==> src/rtl/sinc3_flush_ctrl.sv <==
module sinc3_flush_ctrl #(
  parameter int DIV_W  = 8,
  parameter int DEC_W  = 12,
  parameter int OFS_W  = 24,
  parameter int DATA_W = 24
) (
  input  logic              clk,
  input  logic              rst_n,
  input  logic              sync_i,
  input  logic [DIV_W-1:0]  mclk_div,
  input  logic [DEC_W-1:0]  dec_rate,
  input  logic [OFS_W-1:0]  meas_offset,
  input  logic [DATA_W-1:0] filt_data,
  input  logic              irq_ack,
  output logic              mclk_o,
  output logic              filt_clr,
  output logic              integ_en,
  output logic              dec_en,
  output logic              capture,
  output logic              irq,
  output logic              overrun,
  output logic [DATA_W-1:0] result
);

  localparam int PROD_W = DIV_W + DEC_W + 2;
  localparam int CW     = (OFS_W > PROD_W) ? OFS_W : PROD_W;

  typedef enum logic [1:0] {S_IDLE, S_WAIT, S_RUN, S_CAP} st_t;

  st_t              state;
  logic [DIV_W-1:0] mdiv_cnt, cnt_nxt, eff_d;
  logic [DEC_W-1:0] samp_cnt, eff_r;
  logic [1:0]       dec_cnt;
  logic [CW-1:0]    tmr, lead, ofs_x, tc;
  logic             sync_q, sync_edge, mod_end, timer_hit, last_samp;

  // divider and decimation values below the legal minimum are clamped
  assign eff_d   = (mclk_div < DIV_W'(2)) ? DIV_W'(2) : mclk_div;
  assign eff_r   = (dec_rate == '0) ? DEC_W'(1) : dec_rate;
  assign mod_end = (mdiv_cnt >= eff_d - DIV_W'(1));
  assign cnt_nxt = mod_end ? '0 : mdiv_cnt + DIV_W'(1);

  always_ff @(posedge clk) begin
    if (!rst_n) begin
      mdiv_cnt <= '0;
      mclk_o   <= 1'b0;
    end else begin
      mdiv_cnt <= cnt_nxt;
      mclk_o   <= (cnt_nxt >= (eff_d >> 1));
    end
  end

  // timer terminal count: offset minus 1.5 decimation periods, clamped at zero
  assign lead  = (CW'(eff_d) * CW'(eff_r) * CW'(3)) >> 1;
  assign ofs_x = CW'(meas_offset);
  assign tc    = (ofs_x > lead) ? ofs_x - lead : '0;

  assign sync_edge = sync_i & ~sync_q;
  assign timer_hit = (state == S_WAIT) && (tmr == tc);
  assign last_samp = (samp_cnt >= eff_r - DEC_W'(1));

  assign filt_clr = timer_hit & ~sync_edge;
  assign integ_en = (state == S_RUN) & mod_end & ~sync_edge;
  assign dec_en   = integ_en & last_samp;
  assign capture  = (state == S_CAP);

  always_ff @(posedge clk) begin
    if (!rst_n) begin
      sync_q   <= 1'b0;
      state    <= S_IDLE;
      tmr      <= '0;
      samp_cnt <= '0;
      dec_cnt  <= '0;
    end else begin
      sync_q <= sync_i;
      if (sync_edge && state != S_CAP) begin
        state <= S_WAIT;
        tmr   <= '0;
      end else begin
        case (state)
          S_WAIT: begin
            if (timer_hit) begin
              state    <= S_RUN;
              samp_cnt <= '0;
              dec_cnt  <= '0;
            end else begin
              tmr <= tmr + CW'(1);
            end
          end
          S_RUN: begin
            if (integ_en) begin
              if (last_samp) begin
                samp_cnt <= '0;
                dec_cnt  <= dec_cnt + 2'd1;
                if (dec_cnt == 2'd2) state <= S_CAP;
              end else begin
                samp_cnt <= samp_cnt + DEC_W'(1);
              end
            end
          end
          S_CAP: begin
            state <= sync_edge ? S_WAIT : S_IDLE;
            tmr   <= '0;
          end
          default: state <= S_IDLE;
        endcase
      end
    end
  end

  always_ff @(posedge clk) begin
    if (!rst_n) begin
      irq     <= 1'b0;
      overrun <= 1'b0;
      result  <= '0;
    end else begin
      if (capture) begin
        irq    <= 1'b1;
        result <= filt_data;
        if (irq && !irq_ack) overrun <= 1'b1;
      end else if (irq_ack) begin
        irq <= 1'b0;
      end
    end
  end

endmodule

==> config.mk <==
export PLATFORM = sky130hd
export DESIGN_NAME = sinc3_flush_ctrl
export DESIGN_NICKNAME = d
export VERILOG_FILES = /design/src/rtl/sinc3_flush_ctrl.sv
export SDC_FILE = /design/constraint.sdc
export NUM_CORES = 1
export LEC_CHECK = 0
export BUFFER_PORTS_ARGS = -buffer_cell sky130_fd_sc_hd__buf_2
export CAP_MARGIN = 10
export CELL_PAD_IN_SITES_DETAIL_PLACEMENT = 1
export CELL_PAD_IN_SITES_GLOBAL_PLACEMENT = 1
export CORE_UTILIZATION = 31
export CTS_CLUSTER_SIZE = 20
export DETAILED_ROUTE_END_ITERATION = 8
export HOLD_SLACK_MARGIN = 0.05
export PLACE_DENSITY_LB_ADDON = 0.1
export SLEW_MARGIN = 15
export SYNTH_ARGS = -nofsm -noshare
export SYNTH_HDL_FRONTEND = slang
export SYNTH_SLANG_ARGS = --single-unit
==> constraint.sdc <==
create_clock -name clk -period 11.5 [get_ports clk]
set_input_delay 1.15 -clock clk [delete_from_list [all_inputs] [get_ports clk]]
set_output_delay 1.15 -clock clk [all_outputs]
set_load 0.005 [all_outputs]
==> impl_metrics.toml, run 1 <==
[layout]
n_antenna_cell = 0
final_common_cell = "buf_4"
fin_util_pct = 39.56
fin_area_um2 = 13230
final_cell_mix = "buf_4, inv_1, ha_1"
syn_to_final_growth_pct = 25.83
nFillCells = 4006
drive_gt1_share_pct = 24.52
nets = 1748

[synth]
ys.flop_type = "dfxtp_1"
syn_area_um2 = 10520
ys_warn_count = 0
async_reset_ff_share_pct = 0
ys_seq_area_share_pct = 14.47
synth.distinct_cells = 88
synth.avg_cell_area_um2 = 8.139
synth-edff-count = 0
syn_nets = 1544
synth-seq-cells = 76
syn_inst = 1292

[global_route]
overflow = 0
grt_max_degree = 68
grt_pass1_vias = 10500
grt_first_pass_wirelength_um = 53590
antenna_found_initial = 0
track_usage_pct = 19.41

[route]
dr.pass1.iters = 4
drc = 0
ant_nets = 0
num_vias = 9883
met1_length_um = 15280
dr_wl_met3_um = 581
initialDrtViolationCount = 265
routed_wl_um = 32880
highest_layer = "met4"
route.met2.wl_um = 16600
avgRoutedWirePerCell_um = 16.87
via_per_inst = 5.071

[clock_network]
clock_sinks = 76
clockBufferDepth = 2
cts-root-buf = "clkbuf_16"
htreeDepth = 3
worstSkewPairLatency_ns = 0.35
cts_tree = "yes"
cts.hold.buffers_added = 0
cts.clk_slew.worst_paths_ns = 0.06
cts_made_buffers = 9

[placement]
io_buffers = 102
routabilityCongestion = 0.7974
hpwl_um = 26650
place_area_um2 = 12290

[worst_setup_path]
critPathCaptureType = "output port"
required_ns = 10.35
crit_fanout = 3
crit_type = "input port to output port"
slowest_delay_ns = 0.55
worst_path_max_delay_cell = "or4_4"
cp-start-kind = "input port"
worstPathArrival_ns = 10.14

[timing]
hold-worst-slack_ns = 0.5049
max_slew_margin_pct = 28.03
setup-violations-final = 0
fmax_mhz = 88.58
drv_slew = 0
worst_slew_pin_slew_ns = 1.076
hold_viol_final = 0
finalCritPeriodShare_pct = 98.16
min_period_ns = 11.29
clock-skew-final_ns = 0.007654
rsz0062_at_grt = "true"

[floorplanning]
die_width_um = 186.2
pin_count = 103
rows = 67
die_area_um2 = 34660
fp.coreArea_um2 = 33450
initial_utilization_pct = 31.44
die_y_um = 186.2

[worst_hold_path]
hp-class = "flip-flop to flip-flop"

[flow_run]
cap_violations = 0

[run_status]
outcome = "finished clean"
kinds of logic after synthesis:
| logic type | share of synthesized area [%] |
|---|---|
| flops | 14.47 |
| mux | 3.260 |
| compound gates | 18.43 |
| simple gates | 24.40 |
| xor+xnor | 6.794 |
| buf+inv | 6.794 |
| fa+ha+maj | 25.84 |
worst paths after layout:
check	from	endpoint	slack, ns	cells past startpoint
worst min-delay path	overrun	overrun	0.50	2
worst min register to register	overrun	overrun	0.50	2
worst max register to register	mdiv_cnt[0]	samp_cnt[11]	7.56	13
worst max-delay path	dec_rate[4]	filt_clr	0.21	43
stage by stage:
step,instances,worst slack [ns],setup TNS (ns)
final,1949,0.2113,0
after floorplan,1292,0.03906,0
after global routing,1949,-0.2448,-0.2448
after global placement,1908,-0.3185,-0.3185
after CTS,1939,0.01112,0
after detailed placement,1908,-0.4833,-0.4833
Yosys cell counts, types with 15 or more instances:
cell type  instances  share of area, %
ha_1             118                14
inv_1            115               4.1
a21oi_1           84               4.0
nor2_1            82               2.9
nand2_1           81               2.9
dfxtp_1           76                14
and2_1            69               4.1
fa_1              62                12
xnor2_1           52               4.3
clkbuf_1          44               1.6
a21o_1            38               2.7
nor2b_1           34               2.0
o21ai_0           33               1.6
mux2i_1           32               3.0
nand3_1           32               1.5
nor3_1            27               1.3
xor2_1            27               2.2
and3_1            26               1.5
or4_1             21               1.5
nand2b_1          17               1.0
o31ai_1           17               1.2
nand4_1           15              0.89
cell type report:
class / count / area, µm² / area share (%)
Timing Repair Buffer: 256 / 1692 / 12.78
Sequential cell: 76 / 1521 / 11.50
Clock buffer: 10 / 229.0 / 1.731
Inverter: 116 / 435.4 / 3.291
Tap cell: 448 / 560.5 / 4.236
Clock inverter: 6 / 63.81 / 0.4823
Multi-Input combinational cell: 1037 / 8730 / 65.98
flip-flops by register name, indices dropped and copies added, names as in the netlist:
register  flops
result       24
samp_cnt     12
mclk_o        1
sync_q        1
irq           1
tmr          24
state         2
dec_cnt       2
mdiv_cnt      8
overrun       1
worst max-delay path: cells and delay by family:
| kind | cells | cell delay (ns) |
|---|---|---|
| compound gates | 11 | 2.33 |
| buf+inv | 11 | 1.03 |
| simple gates | 13 | 2.60 |
| xor+xnor | 1 | 0.07 |
| fa+ha+maj | 7 | 2.92 |
metal layers:
layer | track usage, % | vias to the layer above
met4 | 3.016 | 0
met2 | 35.49 | 81
met5 | 0 | -
li1 | - | 4941
met1 | 24.65 | 4838
met3 | 2.317 | 23
what timing repair did:
item | in CTS | in global routing
resized for setup | 40 | 59
setup endpoints to repair | 1 | 1
pin swaps | 34 | 58
buffers inserted | 16 | 11
hold endpoints to repair | 0 | 0
Power of run 1 is not shown: default switching activity piles up to over one toggle a cycle in this logic, so the estimate is an artifact.
==> run 2, diff against run 1 <==
--- a/config.mk
+++ b/config.mk
@@ -7,7 +7,7 @@
 export LEC_CHECK = 0
 export BUFFER_PORTS_ARGS = -buffer_cell sky130_fd_sc_hd__buf_2
 export CAP_MARGIN = 10
-export CELL_PAD_IN_SITES_DETAIL_PLACEMENT = 1
+export CELL_PAD_IN_SITES_DETAIL_PLACEMENT = 0
 export CELL_PAD_IN_SITES_GLOBAL_PLACEMENT = 1
 export CORE_UTILIZATION = 31
 export CTS_CLUSTER_SIZE = 20
==> impl_metrics.toml, run 2 (synthesized netlist as in run 1, its figures left out) <==
[timing]
clock-skew-final_ns = 0.006793
drv_slew = 0
setup-violations-final = 0
max_slew_margin_pct = 25.04
finalCritPeriodShare_pct = 96.70
min_period_ns = 11.12
hold_viol_final = 0
fmax_mhz = 89.93
rsz0062_at_grt = "true"
worst_slew_pin_slew_ns = 1.122

[route]
avgRoutedWirePerCell_um = 15.82
routed_wl_um = 30680
via_per_inst = 4.975
ant_nets = 0
dr.pass1.iters = 4
drc = 0
initialDrtViolationCount = 336
num_vias = 9646

[global_route]
grt_pass1_vias = 9833
grt_max_degree = 68
grt_first_pass_wirelength_um = 50230
use_met3_pct = 2.142
grtUsageMet1_pct = 23.59
use_met2_pct = 32.70
antenna_found_initial = 0
overflow = 0
busiest_layer = "met2"
track_usage_pct = 18.28

[floorplanning]
die_area_um2 = 34660
initial_utilization_pct = 31.44
die_y_um = 186.2
rows = 67
die_width_um = 186.2
pin_count = 103
fp.coreArea_um2 = 33450

[placement]
io_buffers = 102
dp.cells = 1908
routabilityCongestion = 0.7974
hpwl_um = 24940

[worst_setup_path]
cp.depth = 40
r2r_cells = 13
worstPathArrival_ns = 9.97
worst_path_max_delay_cell = "or4_4"
cp_common_cell = "fa_1"
crit_start = "dec_rate[7]"
required_ns = 10.35
cp-start-kind = "input port"
crit_fanout = 4
crit_buf_inv = 8
critPathCaptureType = "output port"
slowest_delay_ns = 0.55
reg2reg_from = "mdiv_cnt[0]"
path_delay_family = "simple AND/OR/NAND/NOR gates"
crit_type = "input port to output port"

[layout]
nets = 1740
n_antenna_cell = 0
top_regs = "result x24, tmr x24, samp_cnt x12"
final_common_cell = "buf_4"
drive_gt1_share_pct = 23.68
syn_to_final_growth_pct = 24.63
final_cell_count_no_fill = 1939
final_cell_mix = "buf_4, ha_1, inv_1"

[worst_hold_path]
whs_path_depth = 1
hp-class = "flip-flop to flip-flop"
min_from = "dec_cnt[1]"

[clock_network]
cts.clk_slew.worst_paths_ns = 0.06
htreeDepth = 3
cts-root-buf = "clkbuf_16"
worstSkewPairLatency_ns = 0.34
clock_sinks = 76
cts_made_buffers = 9
cts_tree = "yes"
clockBufferDepth = 2
cts.hold.buffers_added = 0

[run_status]
outcome = "finished clean"

[flow_run]
cap_violations = 0
==> run 2: changes by cell type in the layout (fill, tap and decap cells not counted), sizes merged <==
cell,before,now
buf,256,248
inv,116,115
clkbuf,10,9
==> run 2: final timing paths <==
check / to / slack, ns
min: dec_cnt[1] / 0.50
max: filt_clr / 0.38
max reg2reg: samp_cnt[11] / 7.52
min reg2reg: dec_cnt[1] / 0.50
==> run 2: cell type report <==
| class | instances | area, µm² |
|---|---|---|
| inverters | 116 | 437.9 |
| clock inverters | 5 | 55.05 |
| fillers | 3501 | 20340 |
| multi-input cells | 1037 | 8675 |
| flip-flops and latches | 76 | 1521 |
| well taps | 448 | 560.5 |
| clock buffers | 9 | 225.2 |
| repair buffers | 248 | 1630 |
==> run 2: repair_timing <==
action / in CTS / in global routing
buffers inserted: 5 / 12
setup endpoints to repair: 1 / 1
pin swaps: 16 / 50
gates cloned: 0 / 0
resized for setup: 26 / 63
endpoints found under the hold margin: 0 / 0
==> run 2: per-layer routing <==
metal | vias to the layer above | wire [µm]
met1 | 4568 | 14530
li1 | 4930 | -
met3 | 30 | 740
met2 | 118 | 14950
met4 | 0 | 463
met5 | - | 0
==> run 2: through the flow <==
step / utilization, % / instance area (µm²) / TNS (ns) / hold slack [ns] / setup WS, ns
3_5_place_dp: 36.74 / 12290 / -0.3649 / 0.4851 / -0.3649
5_1_grt: 39.18 / 13110 / -0.06013 / 0.5361 / -0.06013
6_report: 39.18 / 13110 / 0 / 0.5050 / 0.3800
4_1_cts: 38.03 / 12720 / 0 / 0.5099 / 0.001336
2_1_floorplan: - / 10530 / 0 / 0.4663 / 0.03906
3_3_place_gp: 36.74 / 12290 / -0.3185 / 0.4799 / -0.3185
Power of run 2 is left out for the same reason.
==> run 3, diff against run 2 <==
==> constraint.sdc (replaced) <==
create_clock -name clk -period 11.5 [get_ports clk]
set_input_delay 1.15 -clock clk [delete_from_list [all_inputs] [get_ports clk]]
set_output_delay 1.15 -clock clk [all_outputs]
set_load 0.1 [all_outputs]
==> impl_metrics.toml, run 3 (synthesized netlist as in run 1, its figures left out) <==
[route]
drc = 0
avgRoutedWirePerCell_um = 15.56
ant_nets = 0
initialDrtViolationCount = 374
dr.pass1.iters = 4
routed_wl_um = 30170
num_vias = 9576
via_per_inst = 4.939

[worst_setup_path]
worstPathArrival_ns = 10.20
rr_endpoint = "mclk_o"
worst_path_max_delay_cell = "or4_4"
crit_type = "input port to output port"
reg2reg_from = "mdiv_cnt[0]"
required_ns = 10.35
rrSetupSlack_ns = 7.59
slowest_delay_ns = 0.57
r2r_cells = 22
critPathCaptureType = "output port"
cp-start-kind = "input port"
crit_fanout = 6

[worst_hold_path]
whs_path_depth = 2
hp-class = "flip-flop to flip-flop"
holdPathEnd = "overrun"
min_from = "overrun"

[layout]
final_cell_mix = "buf_4, inv_1, ha_1"
final_common_cell = "buf_4"
fin_area_um2 = 13280
n_antenna_cell = 0
top_regs = "result x24, tmr x24, samp_cnt x12"
nets = 1739
drive_gt1_share_pct = 24.75
final_cell_count_no_fill = 1939
syn_to_final_growth_pct = 26.25

[clock_network]
cts-root-buf = "clkbuf_16"
cts_tree = "yes"
clock_sinks = 76
cts_made_buffers = 9
cts.clk_slew.worst_paths_ns = 0.06
htreeDepth = 3
clockBufferDepth = 2
worstSkewPairLatency_ns = 0.34

[timing]
hold_viol_final = 0
drv_slew = 0
finalCritPeriodShare_pct = 98.72
min_period_ns = 11.35
max_slew_margin_pct = 26.09
final.setup.tns_ns = 0
fmax_mhz = 88.08
setup-violations-final = 0
clock-skew-final_ns = 0.008672
worst_slew_pin_slew_ns = 1.105
rsz0062_at_grt = "true"

[run_status]
outcome = "finished clean"

[floorplanning]
rows = 67
die_area_um2 = 34660
initial_utilization_pct = 31.44
die_y_um = 186.2
fp.coreArea_um2 = 33450
die_width_um = 186.2
pin_count = 103

[global_route]
grt_first_pass_wirelength_um = 49380
overflow = 0
antenna_found_initial = 0
grt_max_degree = 68
track_usage_pct = 17.75
grt_pass1_vias = 9697

[placement]
place_area_um2 = 12260
routabilityCongestion = 0.8247
dp.cells = 1896
hpwl_um = 24120
io_buffers = 102

[flow_run]
cap_violations = 0
[run 3: cell count changes in the layout (fill, tap and decap cells not counted), moves of 3 or more]
cell	before	now
xnor2_2	4	7
ha_4	2	7
xnor2_1	48	45
nor4b_4	0	3
o21ai_1	5	8
ha_1	114	107
nor4b_2	3	0
buf_4	143	140
a21oi_1	73	70
[run 3: per-layer routing]
metal	global-route usage [%]	vias to the layer above	wire (µm)
met4	2.164	0	192
met1	23.63	4534	14410
met5	0	-	0
met2	31.37	87	14970
met3	2.122	13	597
li1	-	4942	-
[run 3: cell type report]
cell class | count | area [µm²]
clock buffer | 9 | 225.2
inverter | 116 | 437.9
clock inverter | 6 | 63.81
sequential | 76 | 1521
tap | 448 | 560.5
multi-input combinational | 1037 | 8821
fill | 3456 | 20170
timing repair buffer | 247 | 1645
[run 3: stage by stage]
stage,setup WS [ns],utilization [%],hold WS [ns]
2_1_floorplan,0.0004023,-,0.4663
3_3_place_gp,-0.2478,36.64,0.4740
3_5_place_dp,-0.3542,36.64,0.4805
4_1_cts,-0.02756,38.50,0.5008
5_1_grt,-0.2163,39.69,0.5184
6_report,0.1467,39.69,0.4998
[run 3: worst max-delay path: cells and delay by family]
kind / cells / cell delay (ns)
fa+ha+maj: 7 / 2.84
simple gates: 13 / 2.89
mux: 1 / 0.18
compound gates: 8 / 1.84
xor+xnor: 1 / 0.14
buf+inv: 12 / 1.16
[run 3: worst max-delay path by stage]
stage                      startpoint       end  depth (start not counted)
after global placement    dec_rate[4]  filt_clr                         41
final                     dec_rate[4]  filt_clr                         42
after CTS                 dec_rate[6]  filt_clr                         39
after detailed placement  dec_rate[4]  filt_clr                         41
after floorplan           dec_rate[7]  filt_clr                         40
after global routing      dec_rate[4]  filt_clr                         45
[run 3: repair_timing]
action / CTS / global route
endpoints found under the setup margin: 1 / 1
resized for setup: 41 / 65
hold buffers: 0 / 0
pin swaps: 47 / 66
endpoints found under the hold margin: 0 / 0
buffers inserted: 17 / 11
Power of run 3 is left out for the same reason.
